**config.mk**
```make
export PLATFORM = sky130hd
export DESIGN_NAME = simd_lane_adder
export DESIGN_NICKNAME = d
export VERILOG_FILES = /design/src/rtl/simd_add_pkg.sv /design/src/rtl/simd_seg_add.sv /design/src/rtl/simd_lane_clamp.sv /design/src/rtl/simd_sat_status.sv /design/src/rtl/simd_lane_adder.sv
export SDC_FILE = /design/constraint.sdc
export NUM_CORES = 1
export LEC_CHECK = 0
export BUFFER_PORTS_ARGS = -buffer_cell sky130_fd_sc_hd__buf_2
export CAP_MARGIN = 20
export CORE_MARGIN = 10
export CORE_UTILIZATION = 35
export CTS_BUF_LIST = sky130_fd_sc_hd__clkbuf_16
export DETAILED_ROUTE_END_ITERATION = 10
export GPL_ROUTABILITY_DRIVEN = 0
export PLACE_DENSITY = 0.61
export SETUP_SLACK_MARGIN = 0.2
export SYNTH_ARGS = -nofsm -noshare
export SYNTH_HDL_FRONTEND = slang
export SYNTH_SLANG_ARGS = --single-unit
```
**constraint.sdc**
```tcl
create_clock -name clk -period 0.8 [get_ports clk]
set_input_delay 0.12 -clock clk [delete_from_list [all_inputs] [get_ports clk]]
set_output_delay 0.12 -clock clk [all_outputs]
set_load 0.01 [all_outputs]
```
**src/rtl/simd_add_pkg.sv**
```systemverilog
package simd_add_pkg;

  typedef enum logic {
    LANES_NARROW = 1'b0,
    LANES_WIDE   = 1'b1
  } lane_size_e;

  typedef enum logic {
    ARITH_WRAP = 1'b0,
    ARITH_SAT  = 1'b1
  } arith_mode_e;

  // Two's-complement add overflows when both inputs share a sign
  // and the sum's sign differs from it.
  function automatic logic signed_ovf(input logic a_msb,
                                      input logic b_msb,
                                      input logic s_msb);
    return (a_msb == b_msb) && (s_msb != a_msb);
  endfunction

  // Unsigned add overflows exactly when the lane produced a carry.
  function automatic logic unsigned_ovf(input logic carry);
    return carry;
  endfunction

endpackage

```
**src/rtl/simd_seg_add.sv**
```systemverilog
module simd_seg_add #(
  parameter int SEG_W = 8
) (
  input  logic [SEG_W-1:0] a_i,
  input  logic [SEG_W-1:0] b_i,
  input  logic             cin_i,
  output logic [SEG_W-1:0] sum_o,
  output logic             cout_o
);

  logic [SEG_W:0] full;

  always_comb begin
    full   = {1'b0, a_i} + {1'b0, b_i} + {{SEG_W{1'b0}}, cin_i};
    sum_o  = full[SEG_W-1:0];
    cout_o = full[SEG_W];
  end

endmodule

```
**src/rtl/simd_lane_clamp.sv**
```systemverilog
module simd_lane_clamp
  import simd_add_pkg::*;
#(
  parameter int W = 8
) (
  input  logic [W-1:0] sum_i,
  input  logic         carry_i,
  input  logic         a_msb_i,
  input  logic         b_msb_i,
  input  logic         sat_i,
  input  logic         sgn_i,
  output logic [W-1:0] res_o,
  output logic         hit_o
);

  localparam logic [W-1:0] UMAX = {W{1'b1}};
  localparam logic [W-1:0] SMAX = {1'b0, {(W-1){1'b1}}};
  localparam logic [W-1:0] SMIN = {1'b1, {(W-1){1'b0}}};

  logic ovf;

  always_comb begin
    ovf   = sgn_i ? signed_ovf(a_msb_i, b_msb_i, sum_i[W-1])
                  : unsigned_ovf(carry_i);
    hit_o = sat_i & ovf;
    if (hit_o) begin
      if (sgn_i) res_o = a_msb_i ? SMIN : SMAX;
      else       res_o = UMAX;
    end else begin
      res_o = sum_i;
    end
  end

endmodule

```
**src/rtl/simd_sat_status.sv**
```systemverilog
module simd_sat_status (
  input  logic clk,
  input  logic rst_n,
  input  logic set_i,
  input  logic clr_i,
  output logic flag_o
);

  // A set on the clearing edge wins, so no clamp event is lost.
  always_ff @(posedge clk or negedge rst_n) begin
    if (!rst_n) flag_o <= 1'b0;
    else        flag_o <= (flag_o & ~clr_i) | set_i;
  end

endmodule

```
**src/rtl/simd_lane_adder.sv**
```systemverilog
module simd_lane_adder
  import simd_add_pkg::*;
#(
  parameter int VEC_W = 128,
  parameter int SEG_W = 8
) (
  input  logic             clk,
  input  logic             rst_n,
  input  logic             in_valid,
  input  logic [VEC_W-1:0] op_a,
  input  logic [VEC_W-1:0] op_b,
  input  logic             lane_wide,
  input  logic             sat_en,
  input  logic             signed_en,
  input  logic             flag_clr,
  output logic             out_valid,
  output logic [VEC_W-1:0] out_sum,
  output logic             sat_sticky
);

  localparam int NSEG   = VEC_W / SEG_W;
  localparam int WIDE_W = 2 * SEG_W;
  localparam int NWIDE  = NSEG / 2;

  lane_size_e  lane_sel;
  arith_mode_e arith_sel;

  logic [NSEG-1:0]  seg_cin;
  logic [NSEG-1:0]  seg_cout;
  logic [VEC_W-1:0] raw_sum;
  logic [VEC_W-1:0] narrow_res;
  logic [VEC_W-1:0] wide_res;
  logic [NSEG-1:0]  narrow_hit;
  logic [NWIDE-1:0] wide_hit;
  logic [VEC_W-1:0] sel_res;

  // Named events for the checker
  logic lane_hit_any;
  logic sat_event;

  assign lane_sel  = lane_size_e'(lane_wide);
  assign arith_sel = arith_mode_e'(sat_en);

  // Segmented carry chain: a segment takes its neighbour's carry only
  // when both belong to the same wide lane.
  for (genvar g = 0; g < NSEG; g++) begin : g_seg
    if (g % 2 == 1) begin : g_link
      assign seg_cin[g] = (lane_sel == LANES_WIDE) & seg_cout[g-1];
    end else begin : g_cut
      assign seg_cin[g] = 1'b0;
    end

    simd_seg_add #(.SEG_W(SEG_W)) u_seg (
      .a_i    (op_a[g*SEG_W +: SEG_W]),
      .b_i    (op_b[g*SEG_W +: SEG_W]),
      .cin_i  (seg_cin[g]),
      .sum_o  (raw_sum[g*SEG_W +: SEG_W]),
      .cout_o (seg_cout[g])
    );
  end

  // Clamp bank for narrow lanes
  for (genvar n = 0; n < NSEG; n++) begin : g_nclamp
    simd_lane_clamp #(.W(SEG_W)) u_clamp (
      .sum_i   (raw_sum[n*SEG_W +: SEG_W]),
      .carry_i (seg_cout[n]),
      .a_msb_i (op_a[n*SEG_W + SEG_W - 1]),
      .b_msb_i (op_b[n*SEG_W + SEG_W - 1]),
      .sat_i   (arith_sel == ARITH_SAT),
      .sgn_i   (signed_en),
      .res_o   (narrow_res[n*SEG_W +: SEG_W]),
      .hit_o   (narrow_hit[n])
    );
  end

  // Clamp bank for wide lanes
  for (genvar w = 0; w < NWIDE; w++) begin : g_wclamp
    simd_lane_clamp #(.W(WIDE_W)) u_clamp (
      .sum_i   (raw_sum[w*WIDE_W +: WIDE_W]),
      .carry_i (seg_cout[2*w+1]),
      .a_msb_i (op_a[w*WIDE_W + WIDE_W - 1]),
      .b_msb_i (op_b[w*WIDE_W + WIDE_W - 1]),
      .sat_i   (arith_sel == ARITH_SAT),
      .sgn_i   (signed_en),
      .res_o   (wide_res[w*WIDE_W +: WIDE_W]),
      .hit_o   (wide_hit[w])
    );
  end

  always_comb begin
    if (lane_sel == LANES_WIDE) begin
      sel_res      = wide_res;
      lane_hit_any = |wide_hit;
    end else begin
      sel_res      = narrow_res;
      lane_hit_any = |narrow_hit;
    end
    sat_event = in_valid & lane_hit_any;
  end

  always_ff @(posedge clk or negedge rst_n) begin
    if (!rst_n) begin
      out_valid <= 1'b0;
      out_sum   <= '0;
    end else begin
      out_valid <= in_valid;
      if (in_valid) out_sum <= sel_res;
    end
  end

  simd_sat_status u_status (
    .clk    (clk),
    .rst_n  (rst_n),
    .set_i  (sat_event),
    .clr_i  (flag_clr),
    .flag_o (sat_sticky)
  );

endmodule

```
Yosys cells after proc, flatten, opt, wreduce, memory -nomap -nowiden
Index checks and enable logic that the tools add are counted.

storage, ports and cells
  word-level logic and storage cells = 195
  bits in registers = 130

operators by class
  multiplexer cells = 90
  reductions and logical operators = 18
  add/subtract/negate cells = 24
  equal/unequal tests = 32
  bitwise operators = 28

operator list
  operator              count
  2-to-1 mux 16 bit     24
  2-to-1 mux 8 bit      48
  adder 8 x 8 -> 9 bit  16
  2-to-1 mux 128 bit    1
  adder 9 x 1 -> 9 bit  8
  AND 1 bit             26
  2-to-1 mux 1 bit      17
  equality test 1 bit   16
  logical AND 1 bit     16
  != test 1 bit         16
  OR reduction 16 bit   1
  OR reduction 8 bit    1
  inverter 1 bit        1
  OR 1 bit              1

Depth between registers and ports, before layout
Gate-level depths: netlist (run 1).

  depth after elaboration = 11
  depth in mapped cells = 19

Hierarchy
A second synthesis (run 1) with hierarchy kept.

unflattened totals
  cell total of the unflattened synthesis = 1749
  area, all modules = 15060.7 um^2

modules (own cells, without submodules)
  module                                     cells an instance  area each (um^2)  times used
  simd_lane_adder                            578                5985.7            1
  simd_seg_add                               38                 312.8             16
  simd_lane_clamp (g_nclamp[0].u_clamp ...)  20                 142.6             16
  simd_lane_clamp (g_wclamp[0].u_clamp ...)  30                 219.0             8
  simd_sat_status                            3                  36.3              1

Worst setup path after synthesis (run 1)
No wires, ideal clock.

  path kind = input to register
  start point = input op_a[80]
  end point = register out_sum[95]
  library setup time = 125 ps
  stages = 18
  setup slack = -2799 ps
  arrival = 3474 ps
  cell sequence = ha_1 -> fa_1 -> a211oi_1 -> nor2_1 -> o31ai_1 -> a21boi_0 -> o21ai_0 -> fa_1 -> fa_1 -> nand2b_1 -> a21oi_1 -> o31a_1 -> o41ai_1 -> a31oi_1 -> buf_2 -> o21ai_0 -> o21ai_0 -> mux2_2

on the way
  word-level cells in the longest chain between the ends = 9

RTL lines
  what                                                   line                    RTL
  start: declaration                                     simd_lane_adder.sv:10   input logic [VEC_W-1:0] op_a,
  adder 8 x 8 -> 9 bit (*)                               simd_seg_add.sv:14      full = {1'b0, a_i} + {1'b0, b_i} + {{SEG_W{1'b0}}, cin_i};
  AND 1 bit (*)                                          simd_lane_adder.sv:48   assign seg_cin[g] = (lane_sel == LANES_WIDE) & seg_cout[g-1];
  adder 9 x 1 -> 9 bit (*)                               simd_seg_add.sv:14
  != test 1 bit                                          simd_add_pkg.sv:18      return (a_msb == b_msb) && (s_msb != a_msb);
  logical AND 1 bit                                      simd_add_pkg.sv:18
  2-to-1 mux 1 bit                                       simd_lane_clamp.sv:23   ovf = sgn_i ? signed_ovf(a_msb_i, b_msb_i, sum_i[W-1])
  AND 1 bit                                              simd_lane_clamp.sv:25   hit_o = sat_i & ovf;
  2-to-1 mux 8 bit or 2-to-1 mux 16 bit (tied branches)  simd_lane_clamp.sv:26   if (hit_o) begin
  2-to-1 mux 128 bit (*)                                 simd_lane_adder.sv:91   if (lane_sel == LANES_WIDE) begin
  end signal: assignment                                 simd_lane_adder.sv:107  if (in_valid) out_sum <= sel_res;
  end: declaration                                       simd_lane_adder.sv:17   output logic [VEC_W-1:0] out_sum,

Mark *: on every way between the ends. The rest lies on a longest branch, timed or not.
A chain may end at the register's enable or synchronous reset.

Worst setup path after layout (run 1)
  start point = input op_a[80]
  end point = register u_status.flag_o

on the way
  word-level cells in the longest chain between the ends = 11

RTL lines
  what                                                       line                                          RTL
  adder 8 x 8 -> 9 bit (*)                                   simd_seg_add.sv:14
  AND 1 bit                                                  simd_lane_adder.sv:48
  adder 9 x 1 -> 9 bit                                       simd_seg_add.sv:14
  != test 1 bit                                              simd_add_pkg.sv:18
  logical AND 1 bit                                          simd_add_pkg.sv:18
  2-to-1 mux 1 bit                                           simd_lane_clamp.sv:23
  AND 1 bit                                                  simd_lane_clamp.sv:25
  OR reduction 16 bit or OR reduction 8 bit (tied branches)  simd_lane_adder.sv:96, simd_lane_adder.sv:93
  2-to-1 mux 1 bit (*)                                       simd_lane_adder.sv:91
  AND 1 bit (*)                                              simd_lane_adder.sv:98                         sat_event = in_valid & lane_hit_any;
  OR 1 bit (*)                                               simd_sat_status.sv:12                         else flag_o <= (flag_o & ~clr_i) | set_i;
  end signal: assignment                                     simd_sat_status.sv:12
  end: declaration                                           simd_sat_status.sv:6                          output logic flag_o

Marked as above.

==> qor.yml, run 1 <==
worst_hold_path:
  hp-class: "input pin to flop"
  holdCritStartpoint: "flag_clr"
  hold_end: "u_status.flag_o"
  holdPathStages: 3
critical_path:
  cp.required_ps: 1100
  crit_buf_inv: 2
  crit_chain: "buf_6 > ha_4 > fa_2 > a211oi_2 > nor2_2 > o31ai_2 > a21boi_1 > o21ai_1 > fa_2 > fa_2 > nand2b_4 > a21oi_4 > o31a_1 > o41ai_4 > a31oi_4 > buf_12 > nor3_1 > a41o_1 > o311ai_1"
  setup.worst_path.start_class: "input pin"
  crit_family: "compound AO/OA/AOI/OAI gates"
  worst_ep_arrival_time_ps: 3690
  reg2regPathDepth: 2
  slowest_delay_ps: 350
  worstReg2RegStart: "out_sum[101]"
  critPathKind: "input pin to flop"
  r2r_end: "out_sum[101]"
  cpMostUsedCell: "fa_2"
  r2r_slack_ps: -110
  end_kind: "flop"
  critPathSlowestCell: "fa_2"
  crit_path_max_fanout: 3
clock_network:
  htreeDepth: 4
  clk_pin_slew_ps: 60
  numCtsBuffers: 17
  worstSkewPairLatency_ps: 420
  cts_sinks: 130
  cts-root-buf: "clkbuf_16"
  clk_path_buf_depth: 2
  cts_tree: "done"
route:
  wirelength_um: 53850
  ant_nets: 0
  first_pass_iters: 5
  vias_per_cell: 5.205
  wl_per_cell_um: 18.58
  drt_iter0_markers: 665
  num_vias: 15080
  drc: 0
run_status:
  violations: "negative setup slack"
  outcome: "finished, violations left"
synthesis:
  synthesis.area_um2: 12380
  ys_ff_latch: 130
  syn_nets: 1910
  synthDistinctLibCells: 82
  synthAdderAreaFrac: 0.1601
  synth-xor-area-share: 0.04032
  muxShareOfSynthArea: 0.02173
  synth_ff_type: "dfrtp_1"
  synth_top_family_by_area: "compound AO/OA/AOI/OAI gates"
  synthArstFlopShare: 1.000
  seq_area_frac_synth: 0.2627
  synth_cells: 1503
  synth-simple-area-share: 0.1845
  synth_warnings: 0
  synth_compound_area_frac: 0.2886
  synth_edf_count: 0
  avgSynthCellArea_um2: 8.238
placed_design:
  place_inst: 2688
  port_buffers: 392
  dpl.hpwl_um: 41480
final_layout:
  final_cell_mix: "buf_4, buf_2, nor2_1"
  final_common_cell: "buf_4"
  final_cells: 2898
  layout-drive-gt1-share: 0.5219
  final_nets: 2833
  syn2layout_area_growth_pct: 79.31
  postLayoutCoreUtil: 0.6396
pwr:
  p_total_mw: 34.87
  p_leak_nw: 10.53
  max-vdd-ir-drop_mv: 1.388
  powerDensity_nw_per_um2: 1570
die:
  start_util: 0.3567
  rows: 68
  die_x_um: 208.1
  core-area_um2: 34710
  die_area_um2: 43300
  die_y_um: 208.1
  pin_count: 393
global_routing:
  grt_pass1_vias: 15330
  grt_overflow_total: 0
  grtUsageTotal: 0.2295
  grt_first_pass_wirelength_um: 81590
  grt_max_degree: 33
  antenna_found_initial: 4
sta:
  slew_violations: 0
  hold_viol: 0
  timing.hold.ws_ps: 16.72
  period_share: 4.240
  fmax_mhz: 294.8
  rsz0062_at_grt: "yes"
  tightest_slew_ps: 504.7
  post-route-min-period_ps: 3392
  skew_ps: 0
  setup_slack_ps: -2592
  max_slew_margin: 0.6609
  setup_viol: 259
flow_run:
  cap_violations: 0
[sequential cells by signal (all words and copies together) (netlist names)]
name,cells
out_valid,1
out_sum,128
u_status.flag_o,1
[worst reg2reg max path, stage by stage (launching register included)]
cell and delay (ps):
dfrtp_1 410, buf_4 140, mux2_4 250
[cells in the mapped netlist (39+ instances only)]
library cell | number | area, um^2
dfrtp_1 | 130 | 3253
nor2_1 | 194 | 728.2
a31oi_1 | 54 | 337.8
nand2b_1 | 42 | 262.8
xnor2_1 | 45 | 394.1
nand2_1 | 102 | 382.9
ha_1 | 120 | 1501
clkbuf_1 | 39 | 146.4
a21oi_1 | 134 | 670.6
inv_1 | 77 | 289.0
o21ai_0 | 98 | 490.5
o211ai_1 | 46 | 345.3
[worst max-delay path by stage]
stage                         from               to  slack [ps]  depth (start not counted)
after floorplan           op_a[48]      out_sum[48]       -2600                         17
after global placement    op_a[16]      out_sum[31]       -2970                         17
after detailed placement  op_a[32]      out_sum[39]       -3090                         19
after CTS                 op_a[32]  u_status.flag_o       -2430                         19
after global routing      op_a[80]  u_status.flag_o       -2690                         19
final                     op_a[80]  u_status.flag_o       -2590                         19
[logic make-up (layout without fill, tap and decap cells)]
logic type | count (synthesis) | count (layout)
adders and majority gates | 144 | 144
buffers and inverters | 132 | 1066
and+or+nand+nor | 489 | 490
muxes | 25 | 25
xor gates and xnor gates | 57 | 57
DFF | 130 | 130
AOI/OAI and AO/OA | 526 | 527
other | 0 | 4
[per-layer routing]
metal	vias up	global-route usage	routed length (um)
met4	0	0.07497	1406
met2	407	0.4111	27490
li1	7346	-	-
met5	-	0	0
met1	7260	0.2659	22380
met3	71	0.04823	2577
[timing repair]
action                                  CTS  global route
cloned                                    3             2
pin swaps                               137            74
setup buffers                           104            64
hold buffers                              1             0
endpoints found under the setup margin  259           339
endpoints found under the hold margin   131             0
gates resized for setup                 241           123
[layout make-up]
type,count,area (um^2)
antenna,4,10.01
clock buffer,17,425.4
multi-input combinational,1243,10190
tap,455,569.3
sequential,130,3253
timing repair buffer,956,7338
fill,2860,12510
inverter,78,292.8
clock inverter,15,121.4
[report_power, final]
part           internal (mW)  switching, mW  total (mW)
Clock                   4.25           3.44        7.69
Sequential              7.81          0.949        8.76
Combinational           9.95           8.47        18.4
[stage by stage]
step / TNS (ps) / cell area (um^2) / worst slack, ps
after floorplan: -310280 / 13060 / -2604
after global placement: -358170 / 18540 / -2971
after detailed placement: -367390 / 18540 / -3094
after CTS: -321960 / 20970 / -2429
after global routing: -353240 / 22200 / -2690
final: -329830 / 22200 / -2592
Note: power is estimated with default switching activity, not from simulation.
==> run 2: changes to the inputs <==
--- a/config.mk
+++ b/config.mk
@@ -12,8 +12,9 @@
 export CTS_BUF_LIST = sky130_fd_sc_hd__clkbuf_16
 export DETAILED_ROUTE_END_ITERATION = 10
 export GPL_ROUTABILITY_DRIVEN = 0
-export PLACE_DENSITY = 0.61
+export PLACE_DENSITY = 0.59
 export SETUP_SLACK_MARGIN = 0.2
 export SYNTH_ARGS = -nofsm -noshare
 export SYNTH_HDL_FRONTEND = slang
+export SYNTH_HIERARCHICAL = 1
 export SYNTH_SLANG_ARGS = --single-unit
==> run 2 against run 1 <==
The run still ends with negative setup slack left. Register-to-register slack got worse by 20 ps. Core utilization decreased by 4.8 points. Clock power increased by 33%. Wire length increased by 13%. Largest cell class unchanged.
==> qor.yml, run 2 <==
critical_path:
  worst_ep_arrival_time_ps: 4240  # +550 ps
  crit_path_max_fanout: 2  # -1
  reg2regPathDepth: 4  # +2
  critPathKind: "input pin to flop"
  end_kind: "flop"
  cp.required_ps: 1180  # +80 ps
  critPathSlowestCell: "fa_2"
  slowest_delay_ps: 380  # +30 ps
  setup.worst_path.start_class: "input pin"
  cpMostUsedCell: "buf_4"
route:
  wirelength_um: 60850  # +13%
  drt_iter0_markers: 831  # +25%
  drc: 0  # unchanged
  vias_per_cell: 5.258  # +1.0%
  num_vias: 17440  # +16%
  wl_per_cell_um: 18.35  # -1.3%
  first_pass_iters: 5  # unchanged
  ant_nets: 0  # unchanged
synthesis:
  avgSynthCellArea_um2: 8.611  # +4.5%
  synth_edf_count: 0  # unchanged
  synth_cells: 1749  # +16%
  synth.area.top_cells: "dfrtp_1, o21a_1, ha_1"
  synth_common_cells: "a21oi_1, o21a_1, nor2_1"
  yosys.area.top_type: "dfrtp_1"
  synth_warnings: 6  # +6
  synthesis.area_um2: 15060  # +22%
  synthArstFlopShare: 1.000  # unchanged
  yosys.cell_count.top_type: "a21oi_1"
  ys_ff_latch: 130  # unchanged
  synth_ff_type: "dfrtp_1"
  synthDistinctLibCells: 39  # -52%
  seq_area_frac_synth: 0.2160  # -0.04673
  synth_top_area_frac: 0.2160  # -0.04673
pwr:
  seqPwrFrac: 0.214  # -0.037
  max-vdd-ir-drop_mv: 1.603  # +16%
  p_leak_nw: 11.79  # +12%
  pwr-share-comb: 0.543  # +0.015
  switching_share: 0.3491  # -0.01954
  powerDensity_nw_per_um2: 1690  # +7.6%
  clockPowerShare: 0.242  # +0.022
  p_total_mw: 42.21  # +21%
  switching_power_mw: 14.73  # +15%
  p_int_mw: 27.47  # +25%
final_layout:
  top_register: "out_sum"
  final_common_cell: "buf_4"
  reg_top3: "out_sum: 128 flops, out_valid: 1 flops, u_status/flag_o: 1 flops"
  layout-drive-gt1-share: 0.4850  # -0.03690
  fillers: 3500  # +22%
  postLayoutCoreUtil: 0.5915  # -0.04807
  syn2layout_area_growth_pct: 65.86
  final_nets: 3167  # +12%
  largest_reg_flops: 128  # unchanged
  final_cell_mix: "buf_4, buf_2, o21a_1"
sta:
  post-route-min-period_ps: 3863  # +471.1 ps
  rsz0062_at_grt: "yes"
  timing.hold.ws_ps: 78.85  # +62.13 ps
  period_share: 4.829  # +0.5889
  fmax_mhz: 258.9  # -12%
  slew_violations: 0  # unchanged
  tns_ps: -401980  # -72,140 ps
  max_slew_margin: 0.6567  # -0.004252
  skew_ps: 0  # unchanged
  setup_viol: 259  # unchanged
  tightest_slew_ps: 515.0  # +10.26 ps
  hold_viol: 0  # unchanged
  setup_slack_ps: -3063  # -471.1 ps
clock_network:
  clk_path_buf_depth: 2  # unchanged
  numCtsBuffers: 17  # unchanged
  cts-root-buf: "clkbuf_16"
  cts_sinks: 130  # unchanged
  cts_tree: "done"
  htreeDepth: 4  # unchanged
  clk_pin_slew_ps: 60  # about the same
  worstSkewPairLatency_ps: 490  # +70 ps
global_routing:
  grt_max_degree: 41  # +24%
  antenna_found_initial: 5  # +1
  grt_pass1_vias: 18300  # +19%
  grtUsageTotal: 0.2248  # -0.004717
  grt_overflow_total: 0  # unchanged
  grt_first_pass_wirelength_um: 92680  # +14%
die:
  pin_count: 393  # unchanged
  die_area_um2: 51730  # +19%
  core-area_um2: 42230  # +22%
  die_x_um: 227.4  # +9.3%
  die_y_um: 227.4  # +9.3%
  rows: 75  # +10%
  start_util: 0.3567  # about the same
placed_design:
  dpl.hpwl_um: 44380  # +7.0%
  port_buffers: 392  # unchanged
run_status:
  violations: "negative setup slack"
  outcome: "finished, violations left"
flow_run:
  cap_violations: 0  # unchanged
worst_hold_path:
  hp-class: "input pin to asynchronous set/reset pin"
run 2: cell families (layout without fill, tap and decap cells):
kind of cell               after synthesis  in the layout  share of synthesized area
AOI/OAI and AO/OA                      714            714                     0.3228
xor gates and xnor gates                80             80                    0.04652
adders and majority gates              144            144                     0.1356
buffers and inverters                  102           1119                    0.03456
DFF                                    130            130                     0.2160
muxes                                  128            128                    0.08507
other                                    1             13                  0.0002490
and+or+nand+nor                        450            450                     0.1592
run 2: worst paths after layout:
| kind | from | endpoint | slack, ps |
|---|---|---|---|
| worst max-delay path | op_b[112] | out_sum[116] | -3060 |
| worst min-delay path | rst_n | out_sum[60] | 80 |
| worst max register to register | out_sum[20] | out_sum[20] | -130 |
| worst min register to register | out_sum[33] | out_sum[33] | 520 |
| max in group asynchronous | rst_n | out_sum[124] | 240 |
| min in group clk | in_valid | out_sum[127] | 80 |
run 2: power by group through the flow:
stage	clock [mW]	combinational (mW)	sequential, mW
floorplan	0	9.97	9.42
global placement	0	17.8	8.92
detailed placement	0	18.2	8.93
CTS	10.5	21.3	8.95
global route	10.8	24.9	9.16
finish	10.2	22.9	9.04
run 2: final cells by class:
class | count | area, um^2 | area share
Clock inverter | 15 | 310.3 | 0.01242
Multi-Input combinational cell | 1524 | 12010 | 0.4810
Clock buffer | 17 | 425.4 | 0.01703
Timing Repair Buffer | 1070 | 8225 | 0.3293
Antenna cell | 5 | 12.51 | 0.0005009
Sequential cell | 130 | 3253 | 0.1302
Inverter | 17 | 63.81 | 0.002555
Tap cell | 539 | 674.4 | 0.02700
run 2: what timing repair did:
action,CTS,global route
setup buffers,192,45
setup endpoints to repair,259,259
pin swaps,110,100
endpoints found under the hold margin,132,0
hold buffers,3,0
resized for setup,145,114
gates cloned,7,0
run 2: through the flow:
| step | worst slack, ps | std cells | instance area (um^2) |
|---|---|---|---|
| 2_1_floorplan | -2988 | 1756 | 15260 |
| 3_3_place_gp | -3647 | 3033 | 20980 |
| 3_5_place_dp | -3693 | 3033 | 20980 |
| 4_1_cts | -2921 | 3267 | 24050 |
| 5_1_grt | -3197 | 3313 | 24970 |
| 6_report | -3063 | 3317 | 24980 |
run 2: worst max-delay path: cells and delay by family:
| family | cells | cell delay, ps |
|---|---|---|
| AO/OA/AOI/OAI | 3 | 480 |
| XOR/XNOR | 1 | 130 |
| adder cells (fa/ha/maj) | 2 | 760 |
| buffers and inverters | 20 | 2420 |
| multiplexers | 1 | 140 |
| AND/OR/NAND/NOR | 2 | 180 |
run 2: metal layers:
metal  global-route usage  vias to the layer above  routed length (um)  share of wire
met5                    0                        -                   0              0
met4               0.1012                        0                2139          0.035
met3              0.06833                      129                4212          0.069
met2               0.3909                      506               30400           0.50
met1               0.2482                     8364               24100           0.40
li1                     -                     8443                   -              -
